<file path="src/rtl/vpfx_pkg.sv">
package vpfx_pkg;
    localparam int WORD_W  = 32;
    localparam int OPC_W   = 6;
    localparam int FLD_W   = 7;
    localparam int SUB_W   = 2;
    localparam int REMAP_W = 24;
    // MSB-0 positions of the two marker bits inside the prefix word
    localparam int MARK_A  = 7;
    localparam int MARK_B  = 9;
    // MSB-0 positions of the two scattered remap bits
    localparam int RMP_HI  = 6;
    localparam int RMP_MID = 8;
    localparam int RMP_LOW_W = REMAP_W - 2;
    localparam logic [OPC_W-1:0] PFX_OPC = 6'b000001;

    // field order follows the MSB-0 layout, first field at the top bits
    typedef struct packed {
        logic [FLD_W-1:0] max_len;
        logic [FLD_W-1:0] vlen;
        logic [FLD_W-1:0] src_step;
        logic [FLD_W-1:0] dst_step;
        logic [SUB_W-1:0] sub_len;
        logic [SUB_W-1:0] step_kind;
    } vstate_t;

    typedef enum logic [1:0] {
        SEQ_RUN  = 2'd0,
        SEQ_HOLD = 2'd1,
        SEQ_SKIP = 2'd2
    } seq_state_e;
endpackage

</file>
<file path="src/rtl/vpfx_detect.sv">
module vpfx_detect
    import vpfx_pkg::*;
(
    input  logic [WORD_W-1:0]  word_i,
    output logic               is_pfx_o,
    output logic [REMAP_W-1:0] remap_o
);
    localparam int TOP = WORD_W - 1;

    logic opc_hit;
    assign opc_hit  = (word_i[TOP -: OPC_W] == PFX_OPC);
    assign is_pfx_o = opc_hit && word_i[TOP - MARK_A] && word_i[TOP - MARK_B];

    assign remap_o[REMAP_W-1] = word_i[TOP - RMP_HI];
    assign remap_o[REMAP_W-2] = word_i[TOP - RMP_MID];

    // contiguous tail of the remap field: low word bits map straight through
    for (genvar k = 0; k < RMP_LOW_W; k++) begin : g_low
        assign remap_o[k] = word_i[k];
    end
endmodule

</file>
<file path="src/rtl/vpfx_state.sv">
module vpfx_state
    import vpfx_pkg::*;
(
    input  logic              clk,
    input  logic              rst_n,
    input  logic              wr_en,
    input  logic [WORD_W-1:0] wr_data,
    input  logic              step_inc,
    input  logic              step_clr,
    output vstate_t           st_o
);
    vstate_t st_q;

    always_ff @(posedge clk) begin
        if (!rst_n) begin
            st_q <= '0;
        end else if (wr_en) begin
            st_q <= vstate_t'(wr_data);
        end else if (step_inc) begin
            st_q.src_step <= st_q.src_step + FLD_W'(1);
        end else if (step_clr) begin
            st_q.src_step <= '0;
        end
    end

    assign st_o = st_q;
endmodule

</file>
<file path="src/rtl/vpfx_fsm.sv">
module vpfx_fsm
    import vpfx_pkg::*;
#(
    parameter int PC_W = 64
) (
    input  logic             clk,
    input  logic             rst_n,
    input  logic             done_i,
    input  logic             is_pfx_i,
    input  logic             dest_vec_i,
    input  logic [FLD_W-1:0] vlen_i,
    input  logic [FLD_W-1:0] src_step_i,
    input  logic [PC_W-1:0]  cur_pc_i,
    output logic             step_inc_o,
    output logic             step_clr_o,
    output logic             skip_o,
    output logic [PC_W-1:0]  next_pc_o
);
    localparam logic [PC_W-1:0] STEP_SHORT = PC_W'(4);
    localparam logic [PC_W-1:0] STEP_LONG  = PC_W'(8);

    seq_state_e      state_q, state_d, verdict;
    logic [PC_W-1:0] target;
    logic            want_inc, want_clr;
    logic            more_elems;

    assign more_elems = (src_step_i != FLD_W'(vlen_i - FLD_W'(1)));

    // classify the completing instruction
    always_comb begin
        verdict  = SEQ_RUN;
        target   = cur_pc_i + STEP_SHORT;
        want_inc = 1'b0;
        want_clr = 1'b0;
        if (is_pfx_i) begin
            if (vlen_i == '0) begin
                verdict = SEQ_SKIP;
                target  = cur_pc_i + STEP_LONG;
            end else if (dest_vec_i && more_elems) begin
                verdict  = SEQ_HOLD;
                target   = cur_pc_i;
                want_inc = 1'b1;
            end else begin
                verdict  = SEQ_RUN;
                target   = cur_pc_i + STEP_LONG;
                want_clr = 1'b1;
            end
        end
    end

    assign state_d    = done_i ? verdict : state_q;
    assign step_inc_o = done_i && want_inc;
    assign step_clr_o = done_i && want_clr;

    // state register
    always_ff @(posedge clk) begin
        if (!rst_n) begin
            state_q <= SEQ_RUN;
        end else begin
            state_q <= state_d;
        end
    end

    // registered PC output, loaded only on a completion
    always_ff @(posedge clk) begin
        if (!rst_n) begin
            next_pc_o <= '0;
        end else if (done_i) begin
            next_pc_o <= target;
        end
    end

    always_comb begin
        skip_o = 1'b0;
        unique case (state_q)
            SEQ_RUN:  skip_o = 1'b0;
            SEQ_HOLD: skip_o = 1'b0;
            SEQ_SKIP: skip_o = 1'b1;
            default:  skip_o = 1'b0;
        endcase
    end
endmodule

</file>
<file path="src/rtl/vpfx_seq.sv">
module vpfx_seq
    import vpfx_pkg::*;
#(
    parameter int PC_W = 64
) (
    input  logic               clk,
    input  logic               rst_n,
    input  logic [WORD_W-1:0]  insn_word,
    input  logic [PC_W-1:0]    cur_pc,
    input  logic               dest_vec,
    input  logic               insn_done,
    input  logic               st_we,
    input  logic [WORD_W-1:0]  st_wdata,
    output logic [REMAP_W-1:0] remap,
    output logic               pfx_mode,
    output logic               skip,
    output logic [PC_W-1:0]    next_pc,
    output logic [WORD_W-1:0]  st_q
);
    vstate_t st;
    logic    step_inc, step_clr;

    vpfx_detect u_detect (
        .word_i   (insn_word),
        .is_pfx_o (pfx_mode),
        .remap_o  (remap)
    );

    vpfx_state u_state (
        .clk      (clk),
        .rst_n    (rst_n),
        .wr_en    (st_we),
        .wr_data  (st_wdata),
        .step_inc (step_inc),
        .step_clr (step_clr),
        .st_o     (st)
    );

    vpfx_fsm #(.PC_W(PC_W)) u_fsm (
        .clk        (clk),
        .rst_n      (rst_n),
        .done_i     (insn_done),
        .is_pfx_i   (pfx_mode),
        .dest_vec_i (dest_vec),
        .vlen_i     (st.vlen),
        .src_step_i (st.src_step),
        .cur_pc_i   (cur_pc),
        .step_inc_o (step_inc),
        .step_clr_o (step_clr),
        .skip_o     (skip),
        .next_pc_o  (next_pc)
    );

    assign st_q = st;
endmodule

</file>
<file path="config.mk">
export PLATFORM = sky130hd
export DESIGN_NAME = vpfx_seq
export DESIGN_NICKNAME = d
export VERILOG_FILES = /design/src/rtl/vpfx_pkg.sv /design/src/rtl/vpfx_detect.sv /design/src/rtl/vpfx_state.sv /design/src/rtl/vpfx_fsm.sv /design/src/rtl/vpfx_seq.sv
export SDC_FILE = /design/constraint.sdc
export NUM_CORES = 1
export LEC_CHECK = 0
export BUFFER_PORTS_ARGS = -buffer_cell sky130_fd_sc_hd__buf_2
export CAP_MARGIN = 5
export CORE_MARGIN = 2
export CORE_UTILIZATION = 40
export DETAILED_ROUTE_END_ITERATION = 12
export PLACE_DENSITY = 0.85
export SYNTH_ARGS = -nofsm -noshare
export SYNTH_HDL_FRONTEND = slang
export SYNTH_SLANG_ARGS = --single-unit
export TNS_END_PERCENT = 20
</file>
<file path="constraint.sdc">
create_clock -name clk -period 2.41 [get_ports clk]
set_clock_uncertainty 0.1 [all_clocks]
set_input_delay 0 -clock clk [delete_from_list [all_inputs] [get_ports clk]]
set_output_delay 0 -clock clk [all_outputs]
set_load 0.02 [all_outputs]
</file>
==> impl_metrics.ini <==
[outcome]
outcome = finished, violations left
violations = setup timing

[cts]
clock_latency_ps = 360
root_buffer = clkbuf_16
numClockSinks = 98
cts.clk_slew.worst_paths_ps = 70
cts_buffers = 9
htreeDepth = 3
tritoncts = built
clockBufferDepth = 2

[timing]
final_max_slew_viol_count = 0
finalSetupViolations = 47
grt_setup_unrepaired = true
period_share = 1.10
worst_pin_slew_ps = 570
worst_hold_slack_ps = 12.3
fin_ws_ps = -245
slew_headroom = 0.620
fmax_mhz = 377
fin_crit_ps = 2650
hold_viol_final = 0

[routing]
viasPerCell = 5.69
totalWireLength_um = 21900
drtIter0Drc = 480
post_drt_wl_per_cell_um = 18.2
drc = 0
final_antenna_net_count = 0
first_pass_iters = 6
num_vias = 6863

[worst_setup_path]
cp_num_buf_inv = 2
crit_chain = inv_4 -> ha_4 -> xor2_1 -> o311a_1 -> nand3_4 -> o311ai_4 -> nand4_1 -> buf_4 -> or4_1 -> a31oi_1
crit_family = simple AND/OR/NAND/NOR gates
cp.required_ps = 2600
slowest_delay_ps = 400
startpoint = u_state.st_o[19]$_SDFFE_PN0P_
crit_path_max_fanout = 4
critPathKind = flop to flop
worstSetupEndpointType = flop
startpoint_type = flop
cp.arrival_ps = 2850
worst_path_max_delay_cell = or4_1
r2r_start = u_state.st_o[19]$_SDFFE_PN0P_
regToRegSetupSlack_ps = -240

[floorplanning]
io-pin-count = 255
initial_utilization = 0.405
die_w_um = 122
die_area_um2 = 14800
die_height_um = 122
core_area_um2 = 13700
core.rowCount = 43

[yosys]
avgSynthCellArea_um2 = 8.13
ys_types = 61
synthCells = 683
async_flop_share = 0
ys_top_cells_by_area = dfxtp_1 (35%), o21ai_0 (6.9%), mux2i_1 (6.1%), xnor2_1 (4.6%), a21oi_1 (4.3%)
ys_seq_area_frac = 0.353
synth-edff-count = 0
synthFlopType = dfxtp_1
ys_ff_latch = 98
synth_area_um2 = 5550
yosysTopAreaCellShare = 0.353
synth_largest_area_cell = dfxtp_1
yosysWarnings = 0
syn_nets = 821

[placed_design]
portBuffers = 206
dp_hpwl_um = 14100
dp_worst_setup_slack_ps = -191
place_congestion = 0.920

[pwr]
clkPwrFrac = 0.346
p_int_uw = 3030
power.density_nw_per_um2 = 501
seq_power_share = 0.408
power_switching_uw = 1360
power.leakage_uw = 0.00376
finalPower_uw = 4390
swShare = 0.310
p_comb_frac = 0.247
ir_drop_mv = 0.496

[layout]
syn2layout_area_growth_pct = 57.9
final_nets = 1160
drive_gt1_frac = 0.327
diodes = 0

[global_route]
grt_pass1_vias = 6731
grt-ovfl-total = 0
grt_max_degree = 63
antenna_found_initial = 0
grt_pass1_wl_um = 34000
grtUsageTotal = 0.290

[worst_hold_path]
min_from = cur_pc[28]
hold_class = input port to flop

[run]
drv_cap = 0
worst min-delay path, stage by stage:
cell	delay, ps
buf_2	130
inv_1	80
xnor2_1	140
a21oi_1	70
state kept, by name, indices dropped and copies added, names as in the netlist:
signal and cells:
u_state.st_o 32, u_fsm.state_q 2, u_fsm.next_pc_o 64
metrics by stage:
stage | utilization | instance area [µm²] | instances | setup TNS [ps]
after floorplan | - | 5660 | 683 | -414
after global placement | 0.507 | 6960 | 1059 | -1140
after detailed placement | 0.507 | 6960 | 1059 | -3530
after CTS | 0.633 | 8690 | 1204 | -2430
after global routing | 0.639 | 8760 | 1207 | -12900
final | 0.639 | 8760 | 1207 | -3960
path summary, 6_finish.rpt:
| check | end | depth (start not counted) |
|---|---|---|
| max | u_fsm.next_pc_o[63]$_SDFFE_PN0P_ | 10 |
| min | u_fsm.next_pc_o[28]$_SDFFE_PN0P_ | 4 |
| min reg2reg | u_fsm.next_pc_o[24]$_SDFFE_PN0P_ | 2 |
| max reg2reg | u_fsm.next_pc_o[63]$_SDFFE_PN0P_ | 10 |
cell type report:
| type | instances | area, µm² |
|---|---|---|
| Clock inverter | 6 | 66.3 |
| Timing Repair Buffer | 391 | 2750 |
| Clock buffer | 10 | 239 |
| Fill cell | 1102 | 4960 |
| Sequential cell | 98 | 1970 |
| Tap cell | 180 | 225 |
| Inverter | 15 | 66.3 |
| Multi-Input combinational cell | 507 | 3440 |
cells in the final DEF (no fill, tap or decap), types with 15 or more instances in the layout:
cell           instances
a21oi_1               47
a31oi_1               15
buf_2                205
buf_4                 57
dfxtp_1               93
dlygate4sd3_1        125
mux2i_1               34
nand2_1               31
nand3_1               33
nor2_1                57
nor3_1                16
o21ai_0               74
xnor2_1               28
xor2_1                21
power by group through the flow:
| stage | Clock (µW) | Combinational (µW) | Sequential (µW) |
|---|---|---|---|
| 2_1_floorplan | 0 | 391 | 1950 |
| 3_3_place_gp | 0 | 823 | 1810 |
| 3_5_place_dp | 0 | 838 | 1820 |
| 4_1_cts | 1540 | 1050 | 1780 |
| 5_1_grt | 1590 | 1160 | 1800 |
| 6_report | 1520 | 1080 | 1790 |
routing by layer:
layer	global-route usage	vias to the layer above	routed length, µm	part of all wire
met5	0	-	0	0
met2	0.507	438	10600	0.48
met1	0.327	3181	8260	0.38
met4	0.122	0	906	0.041
met3	0.0866	98	2180	0.099
li1	-	3146	-	-
cells by family after synthesis:
group           after synthesis  synth area share
fa+ha+maj                     5            0.0113
mux                          34            0.0613
compound gates              178             0.187
xor+xnor                     51            0.0805
flops                        98             0.353
simple gates                239             0.234
buf+inv                      78            0.0717
timing repair:
| action | in CTS | in global routing |
|---|---|---|
| buffers inserted | 4 | 3 |
| resized for setup | 27 | 11 |
| gates cloned | 0 | 0 |
| endpoints found under the setup margin | 49 | 59 |
| hold endpoints to repair | 120 | 0 |
| pin swaps | 4 | 8 |
| hold buffers | 125 | 0 |
cells in the mapped netlist (3+ instances only):
| master | instances |
|---|---|
| nand4_1 | 14 |
| and2_1 | 7 |
| a21oi_1 | 48 |
| nor4_1 | 13 |
| or2_2 | 4 |
| ha_1 | 5 |
| mux2i_1 | 34 |
| nand3b_1 | 4 |
| nor3_1 | 24 |
| clkbuf_1 | 33 |
| nor2_1 | 57 |
| or3_1 | 7 |
| xor2_1 | 22 |
| dfxtp_1 | 98 |
| o21ai_0 | 76 |
| a31oi_1 | 16 |
| buf_4 | 24 |
| nand2b_1 | 7 |
| a211oi_1 | 3 |
| buf_1 | 3 |
| xnor2_1 | 29 |
| inv_1 | 13 |
| o211ai_1 | 7 |
| or4_1 | 7 |
| o2111ai_1 | 5 |
| and3_1 | 13 |
| o31ai_1 | 5 |
| nand3_1 | 33 |
| nand2_1 | 31 |
Note: power is estimated with default switching activity, not from simulation.
